===== src/rtl/pci_win_pkg.sv =====
package pci_win_pkg;

  localparam logic [1:0] SZ_DWORD = 2'd3;
  localparam logic [63:0] CTRL_RESET = 64'h0000_0021_0010_0000;

  typedef enum logic [2:0] {
    RD_ZERO,
    RD_BASE,
    RD_MASK,
    RD_XLAT,
    RD_CTRL
  } rdSrc_e;

  typedef struct packed {
    logic       fire;
    logic       fault;
    logic       wrBase;
    logic       wrMask;
    logic       wrXlat;
    logic       wrCtrl;
    rdSrc_e     rdSrc;
    logic [7:0] winSel;
  } regStrobe_t;

endpackage


===== src/rtl/pci_win_ctrl.sv =====
module pci_win_ctrl
  import pci_win_pkg::*;
#(
  parameter int ADDR_W = 32,
  parameter logic [ADDR_W-1:0] BASE_ADDR = 32'h8000_0000,
  parameter int NUM_WIN = 4
) (
  input  logic              reqValid,
  input  logic              reqWrite,
  input  logic [ADDR_W-1:0] reqAddr,
  input  logic [1:0]        reqSize,
  output regStrobe_t        stb
);

  localparam int IDX_W = ADDR_W - 6;
  localparam logic [IDX_W-1:0] IX_MASK0 = IDX_W'(NUM_WIN);
  localparam logic [IDX_W-1:0] IX_XLAT0 = IDX_W'(2 * NUM_WIN);
  localparam logic [IDX_W-1:0] IX_CTRL  = IDX_W'(3 * NUM_WIN);
  localparam logic [IDX_W-1:0] IX_ERR   = IDX_W'(3 * NUM_WIN + 1);
  localparam logic [IDX_W-1:0] IX_EMASK = IDX_W'(3 * NUM_WIN + 2);
  localparam logic [IDX_W-1:0] IX_TLBALL = IDX_W'(3 * NUM_WIN + 3);

  logic [ADDR_W-1:0] offset;
  logic [IDX_W-1:0]  regIdx;
  logic [IDX_W-1:0]  grpOff;

  always_comb begin
    offset = reqAddr - BASE_ADDR;
    regIdx = offset[ADDR_W-1:6];
    grpOff = '0;
    stb = '0;
    stb.rdSrc = RD_ZERO;
    stb.fire = reqValid;
    if (reqAddr < BASE_ADDR || reqSize != SZ_DWORD) begin
      stb.fault = 1'b1;
    end else if (regIdx < IX_MASK0) begin
      grpOff = regIdx;
      if (reqWrite) stb.wrBase = 1'b1;
      else stb.rdSrc = RD_BASE;
    end else if (regIdx < IX_XLAT0) begin
      grpOff = regIdx - IX_MASK0;
      if (reqWrite) stb.wrMask = 1'b1;
      else stb.rdSrc = RD_MASK;
    end else if (regIdx < IX_CTRL) begin
      grpOff = regIdx - IX_XLAT0;
      if (reqWrite) stb.wrXlat = 1'b1;
      else stb.rdSrc = RD_XLAT;
    end else if (regIdx == IX_CTRL) begin
      if (reqWrite) stb.wrCtrl = 1'b1;
      else stb.rdSrc = RD_CTRL;
    end else if (regIdx == IX_ERR || regIdx == IX_TLBALL) begin
      stb.fault = 1'b0;
    end else if (regIdx == IX_EMASK) begin
      stb.fault = reqWrite;
    end else begin
      stb.fault = 1'b1;
    end
    stb.winSel = 8'(grpOff);
    if (!reqValid) begin
      stb.wrBase = 1'b0;
      stb.wrMask = 1'b0;
      stb.wrXlat = 1'b0;
      stb.wrCtrl = 1'b0;
    end
  end

endmodule


===== src/rtl/pci_win_datapath.sv =====
module pci_win_datapath
  import pci_win_pkg::*;
#(
  parameter int NUM_WIN = 4,
  parameter int RSP_LAT = 1
) (
  input  logic                   clk,
  input  logic                   rstN,
  input  regStrobe_t             stb,
  input  logic [63:0]            reqWdata,
  output logic                   rspValid,
  output logic                   rspErr,
  output logic [63:0]            rspRdata,
  output logic [NUM_WIN*64-1:0]  winBase,
  output logic [NUM_WIN*64-1:0]  winMask,
  output logic [NUM_WIN*64-1:0]  winXlat,
  output logic [63:0]            bridgeCtrl
);

  localparam int WIN_W = (NUM_WIN > 1) ? $clog2(NUM_WIN) : 1;

  logic [63:0] baseR [NUM_WIN];
  logic [63:0] maskR [NUM_WIN];
  logic [63:0] xlatR [NUM_WIN];
  logic [63:0] ctrlR;
  logic [63:0] rdData;
  logic [WIN_W-1:0] sel;

  logic [RSP_LAT-1:0] vPipe;
  logic [RSP_LAT-1:0] ePipe;
  logic [63:0]        dPipe [RSP_LAT];

  assign sel = stb.winSel[WIN_W-1:0];

  always_ff @(posedge clk) begin
    if (!rstN) begin
      for (int i = 0; i < NUM_WIN; i++) begin
        baseR[i] <= '0;
        maskR[i] <= '0;
        xlatR[i] <= '0;
      end
      ctrlR <= CTRL_RESET;
    end else begin
      if (stb.wrBase) baseR[sel] <= reqWdata;
      if (stb.wrMask) maskR[sel] <= reqWdata;
      if (stb.wrXlat) xlatR[sel] <= reqWdata;
      if (stb.wrCtrl) ctrlR <= reqWdata;
    end
  end

  always_comb begin
    case (stb.rdSrc)
      RD_BASE: rdData = baseR[sel];
      RD_MASK: rdData = maskR[sel];
      RD_XLAT: rdData = xlatR[sel];
      RD_CTRL: rdData = ctrlR;
      default: rdData = '0;
    endcase
  end

  always_ff @(posedge clk) begin
    if (!rstN) begin
      vPipe <= '0;
      ePipe <= '0;
      for (int i = 0; i < RSP_LAT; i++) dPipe[i] <= '0;
    end else begin
      vPipe[0] <= stb.fire;
      ePipe[0] <= stb.fire & stb.fault;
      dPipe[0] <= stb.fire ? rdData : 64'd0;
      for (int i = 1; i < RSP_LAT; i++) begin
        vPipe[i] <= vPipe[i-1];
        ePipe[i] <= ePipe[i-1];
        dPipe[i] <= dPipe[i-1];
      end
    end
  end

  assign rspValid = vPipe[RSP_LAT-1];
  assign rspErr   = ePipe[RSP_LAT-1];
  assign rspRdata = dPipe[RSP_LAT-1];
  assign bridgeCtrl = ctrlR;

  generate
    for (genvar w = 0; w < NUM_WIN; w++) begin : g_export
      assign winBase[w*64 +: 64] = baseR[w];
      assign winMask[w*64 +: 64] = maskR[w];
      assign winXlat[w*64 +: 64] = xlatR[w];
    end
  endgenerate

endmodule


===== src/rtl/pci_win_regfile.sv =====
module pci_win_regfile
  import pci_win_pkg::*;
#(
  parameter int ADDR_W = 32,
  parameter logic [ADDR_W-1:0] BASE_ADDR = 32'h8000_0000,
  parameter int NUM_WIN = 4,
  parameter int RSP_LAT = 1
) (
  input  logic                  clk,
  input  logic                  rstN,
  input  logic                  reqValid,
  input  logic                  reqWrite,
  input  logic [ADDR_W-1:0]     reqAddr,
  input  logic [1:0]            reqSize,
  input  logic [63:0]           reqWdata,
  output logic                  rspValid,
  output logic                  rspErr,
  output logic [63:0]           rspRdata,
  output logic [NUM_WIN*64-1:0] winBase,
  output logic [NUM_WIN*64-1:0] winMask,
  output logic [NUM_WIN*64-1:0] winXlat,
  output logic [63:0]           bridgeCtrl
);

  regStrobe_t stb;

  pci_win_ctrl #(
    .ADDR_W(ADDR_W), .BASE_ADDR(BASE_ADDR), .NUM_WIN(NUM_WIN)
  ) u_ctrl (
    .reqValid(reqValid), .reqWrite(reqWrite), .reqAddr(reqAddr),
    .reqSize(reqSize), .stb(stb)
  );

  pci_win_datapath #(
    .NUM_WIN(NUM_WIN), .RSP_LAT(RSP_LAT)
  ) u_dp (
    .clk(clk), .rstN(rstN), .stb(stb), .reqWdata(reqWdata),
    .rspValid(rspValid), .rspErr(rspErr), .rspRdata(rspRdata),
    .winBase(winBase), .winMask(winMask), .winXlat(winXlat),
    .bridgeCtrl(bridgeCtrl)
  );

endmodule


===== config.mk =====
export PLATFORM = sky130hd
export DESIGN_NAME = pci_win_regfile
export DESIGN_NICKNAME = d
export VERILOG_FILES = /design/src/rtl/pci_win_pkg.sv /design/src/rtl/pci_win_ctrl.sv /design/src/rtl/pci_win_datapath.sv /design/src/rtl/pci_win_regfile.sv
export SDC_FILE = /design/constraint.sdc
export NUM_CORES = 1
export LEC_CHECK = 0
export CAP_MARGIN = 20
export CORE_AREA = 8 8 383 385
export CTS_CLUSTER_DIAMETER = 120
export DETAILED_ROUTE_END_ITERATION = 16
export DIE_AREA = 0 0 391 393
export DONT_BUFFER_PORTS = 1
export PLACE_DENSITY = 0.47
export SLEW_MARGIN = 15
export SYNTH_ARGS = -nofsm -noshare
export SYNTH_HDL_FRONTEND = slang
export SYNTH_SLANG_ARGS = --single-unit

===== constraint.sdc =====
create_clock -name clk -period 10.28 [get_ports clk]
set_input_delay 3.084 -clock clk [delete_from_list [all_inputs] [get_ports clk]]
set_output_delay 3.084 -clock clk [all_outputs]
set_load 0.05 [all_outputs]

==> results.toml <==
[critical_path]
crit_chain = "nor4b_4, nand3_2, nor2_4, buf_12, buf_4, mux2i_1, o22a_1, a31oi_1"
arrival_ns = 7.18
max_stage_delay_ns = 0.75
start_kind = "input port"
crit_family = "simple AND/OR/NAND/NOR gates"
slowest_stage = "buf_4"
worst-setup-path-type = "in2reg"
cp_max_fo = 84
timing.critical_path.buf_inv = 2
cp-end-kind = "register"
critical_path_required_ns = 10.84

[synthesis]
synthFlopType = "edfxtp_1"
synth_edf_count = 768
synthTopCellsByCount = "edfxtp_1, and2_1, nand2_1"
yosysTopAreaCell = "edfxtp_1"
syn-num-nets = 3130
yosysMostFrequentCell = "edfxtp_1"
ys_async_sr_fraction_pct = 0
ys_ff_latch = 898
synth_top_cell_area_share_pct = 58.9
ys_warn_count = 0
avgSynthCellArea_sq_um = 12.9
synth_area_sq_um = 39200
synth_area_leaders = "edfxtp_1, and2_1, dfxtp_1"
synth.yosys.seq_area_share_pct = 65.5
synthDistinctLibCells = 54
synthCells = 3028

[status]
status = "finished clean"

[layout]
layout-drive-gt1-share_pct = 11.9
fin_nets = 3012
nFillCells = 14100
area_growth_pct = 13.5

[die]
initial_core_util_pct = 27.9
dieArea_sq_um = 154000
die_w_microns = 391
std_cell_rows = 138
die_h_microns = 393
io_pins = 1000
core_sq_um = 141000

[placement]
dp_hpwl_mm = 133
portBuffers = 0
gp_congestion = 0.852
place_ws_ns = 2.79

[grt]
grt_pass1_vias = 26600
grt_pass1_wl_mm = 264
grt_usage_pct = 25.3
grt_max_degree = 97
grt.overflow.total = 0
antenna_found_initial = 18

[drt]
totalWireLength_mm = 205
vias = 27000
routedWlPerCell_microns = 41.8
ant_nets = 0
vias_per_cell = 5.52
dr.pass1.iters = 7
drt-initial-drc-count = 2987
drcViolationCount = 0

[cts]
clkTransAtPathRegs_ns = 0.06
cts_tree = "yes"
h-tree-depth = 3
cts_max_path_buffers = 3
root_buffer = "clkbuf_16"
cts.sinks = 898
cts_buffers = 102
clkLatencyLatePin_ns = 0.72
cts_resized = 0
postCtsSetupRepairBufs = 0
ctsHoldBuffers = 0

[sta]
setup_ws_ns = 3.66
hold_slack_ns = 0.725
setup_viol = 0
max_freq_mhz = 151
tns_ns = 0
fin_worst_skew_ns = 0.0303
period_share_pct = 64.4
fin_crit_ns = 6.62
drv_slew = 0
worst_pin_slew_ns = 1.16
final_hold_viol_count = 0
slew-limit-headroom_pct = 22.4
rsz0062_at_grt = "false"

[job]
maxCapViolCount = 0

[pwr]
leakagePower_uw = 0.0147
peakVddDrop_mv = 0.142
power_density_nw_per_um2 = 196

[worst_hold_path]
holdCritPathClass = "reg2reg"
-- metrics by stage --
| step | utilization [%] | cells | power (uW) | instance area, sq um |
|---|---|---|---|---|
| after global routing | 31.6 | 4889 | 8930 | 44400 |
| after global placement | 29.2 | 4691 | 5170 | 41100 |
| after floorplan | - | 3028 | 4990 | 39200 |
| final | 31.6 | 4892 | 8730 | 44400 |
| after CTS | 31.6 | 4888 | 8790 | 44400 |
| after detailed placement | 29.3 | 4695 | 5180 | 41200 |
-- path summary, 6_finish.rpt --
path	from	to	cells after the start	slack, ns
setup / recovery	reqAddr[23]	u_dp.dPipe[0][0]$_SDFF_PN0_	8	3.66
hold / removal	u_dp.bridgeCtrl[29]$_SDFFE_PN0P_	u_dp.bridgeCtrl[29]$_SDFFE_PN0P_	2	0.73
setup reg to reg	u_dp.xlatR[1][27]$_SDFFCE_PN0P_	u_dp.dPipe[0][27]$_SDFF_PN0_	5	7.98
hold reg to reg	u_dp.bridgeCtrl[29]$_SDFFE_PN0P_	u_dp.bridgeCtrl[29]$_SDFFE_PN0P_	2	0.73
-- final cells by class --
type                            count  area, sq um  share of cell area (%)
Multi-Input combinational cell   1770        12200                    27.4
Sequential cell                   898        25700                    57.7
Inverter                           66          250                   0.563
Tap cell                         1890         2360                    5.32
Timing Repair Buffer               72          706                    1.59
Clock inverter                     32          303                   0.681
Clock buffer                      161         2970                    6.67
Antenna cell                        3         7.51                  0.0169
-- cells in the final DEF, fill, tap and decap left out, types with 3 or more instances in the layout --
master     Yosys  layout
clkbuf_16      0     104
a21boi_0      47      47
a21oi_1       78      78
mux2_2        80      80
clkinv_1       0       5
o22a_1       110     110
o21ai_1        7       7
inv_1         65      65
nand2_4        2       6
buf_4         18      60
o21ai_4        0       9
a31oi_1       82      82
dfxtp_1      130     130
nor3_1         4       3
nand2_1      208     203
nor2_1       133     132
nor4_2         3       4
nand3_1       23      22
and2_1       515     514
mux2i_1      176     176
o2111ai_1     17      17
edfxtp_1     768     768
nor2_4         5       8
buf_12         0      10
a222oi_1      63      63
nor3_4         3       6
and3_4         0       3
clkbuf_1     202      42
o21ai_0       67      58
clkinv_2       0      15
a211oi_1      46      46
clkbuf_8       0      15
diode_2        0       3
and3_1        68      65
-- registers in the layout, indices dropped and copies added, names as in the netlist --
register and count:
u_dp.maskR 256, u_dp.xlatR 256, u_dp.bridgeCtrl 64, u_dp.dPipe 64
u_dp.rspErr 1, u_dp.baseR 256, u_dp.rspValid 1
-- where the power goes --
group          total (uW)  internal (uW)  switching [uW]  leakage [uW]
sequential           4880           4120             767       0.00833
combinational         216           60.2             156       0.00476
clock                3630           2040            1590       0.00159
total                8730           6220            2510        0.0147
-- cell families (layout without fill, tap and decap cells) --
logic type	count (synthesis)	count (layout)	synth area share (%)
AOI/OAI and AO/OA	522	522	9.58
buffers and inverters	360	331	4.07
DFF	898	898	65.5
muxes	256	256	6.80
other	0	3	0
and+or+nand+nor	992	992	14.0
-- worst register-to-register path, cell delays in order (launching register included) --
cell and delay, ns:
edfxtp_1 0.70, mux2_2 0.40, o2111ai_1 0.18, a31oi_1 0.11
a21oi_1 0.62, a31oi_1 0.16
-- metal layers --
metal	routed length [microns]	vias to the layer above	GRT usage [%]	share of wire (%)
met5	18	-	0	0.0088
met4	8500	2	9.82	4.2
met3	22800	368	9.68	11
met1	74300	14100	28.8	36
met2	99000	1667	42.9	48
li1	-	10800	-	-
Note: power is estimated with default switching activity, not from simulation.
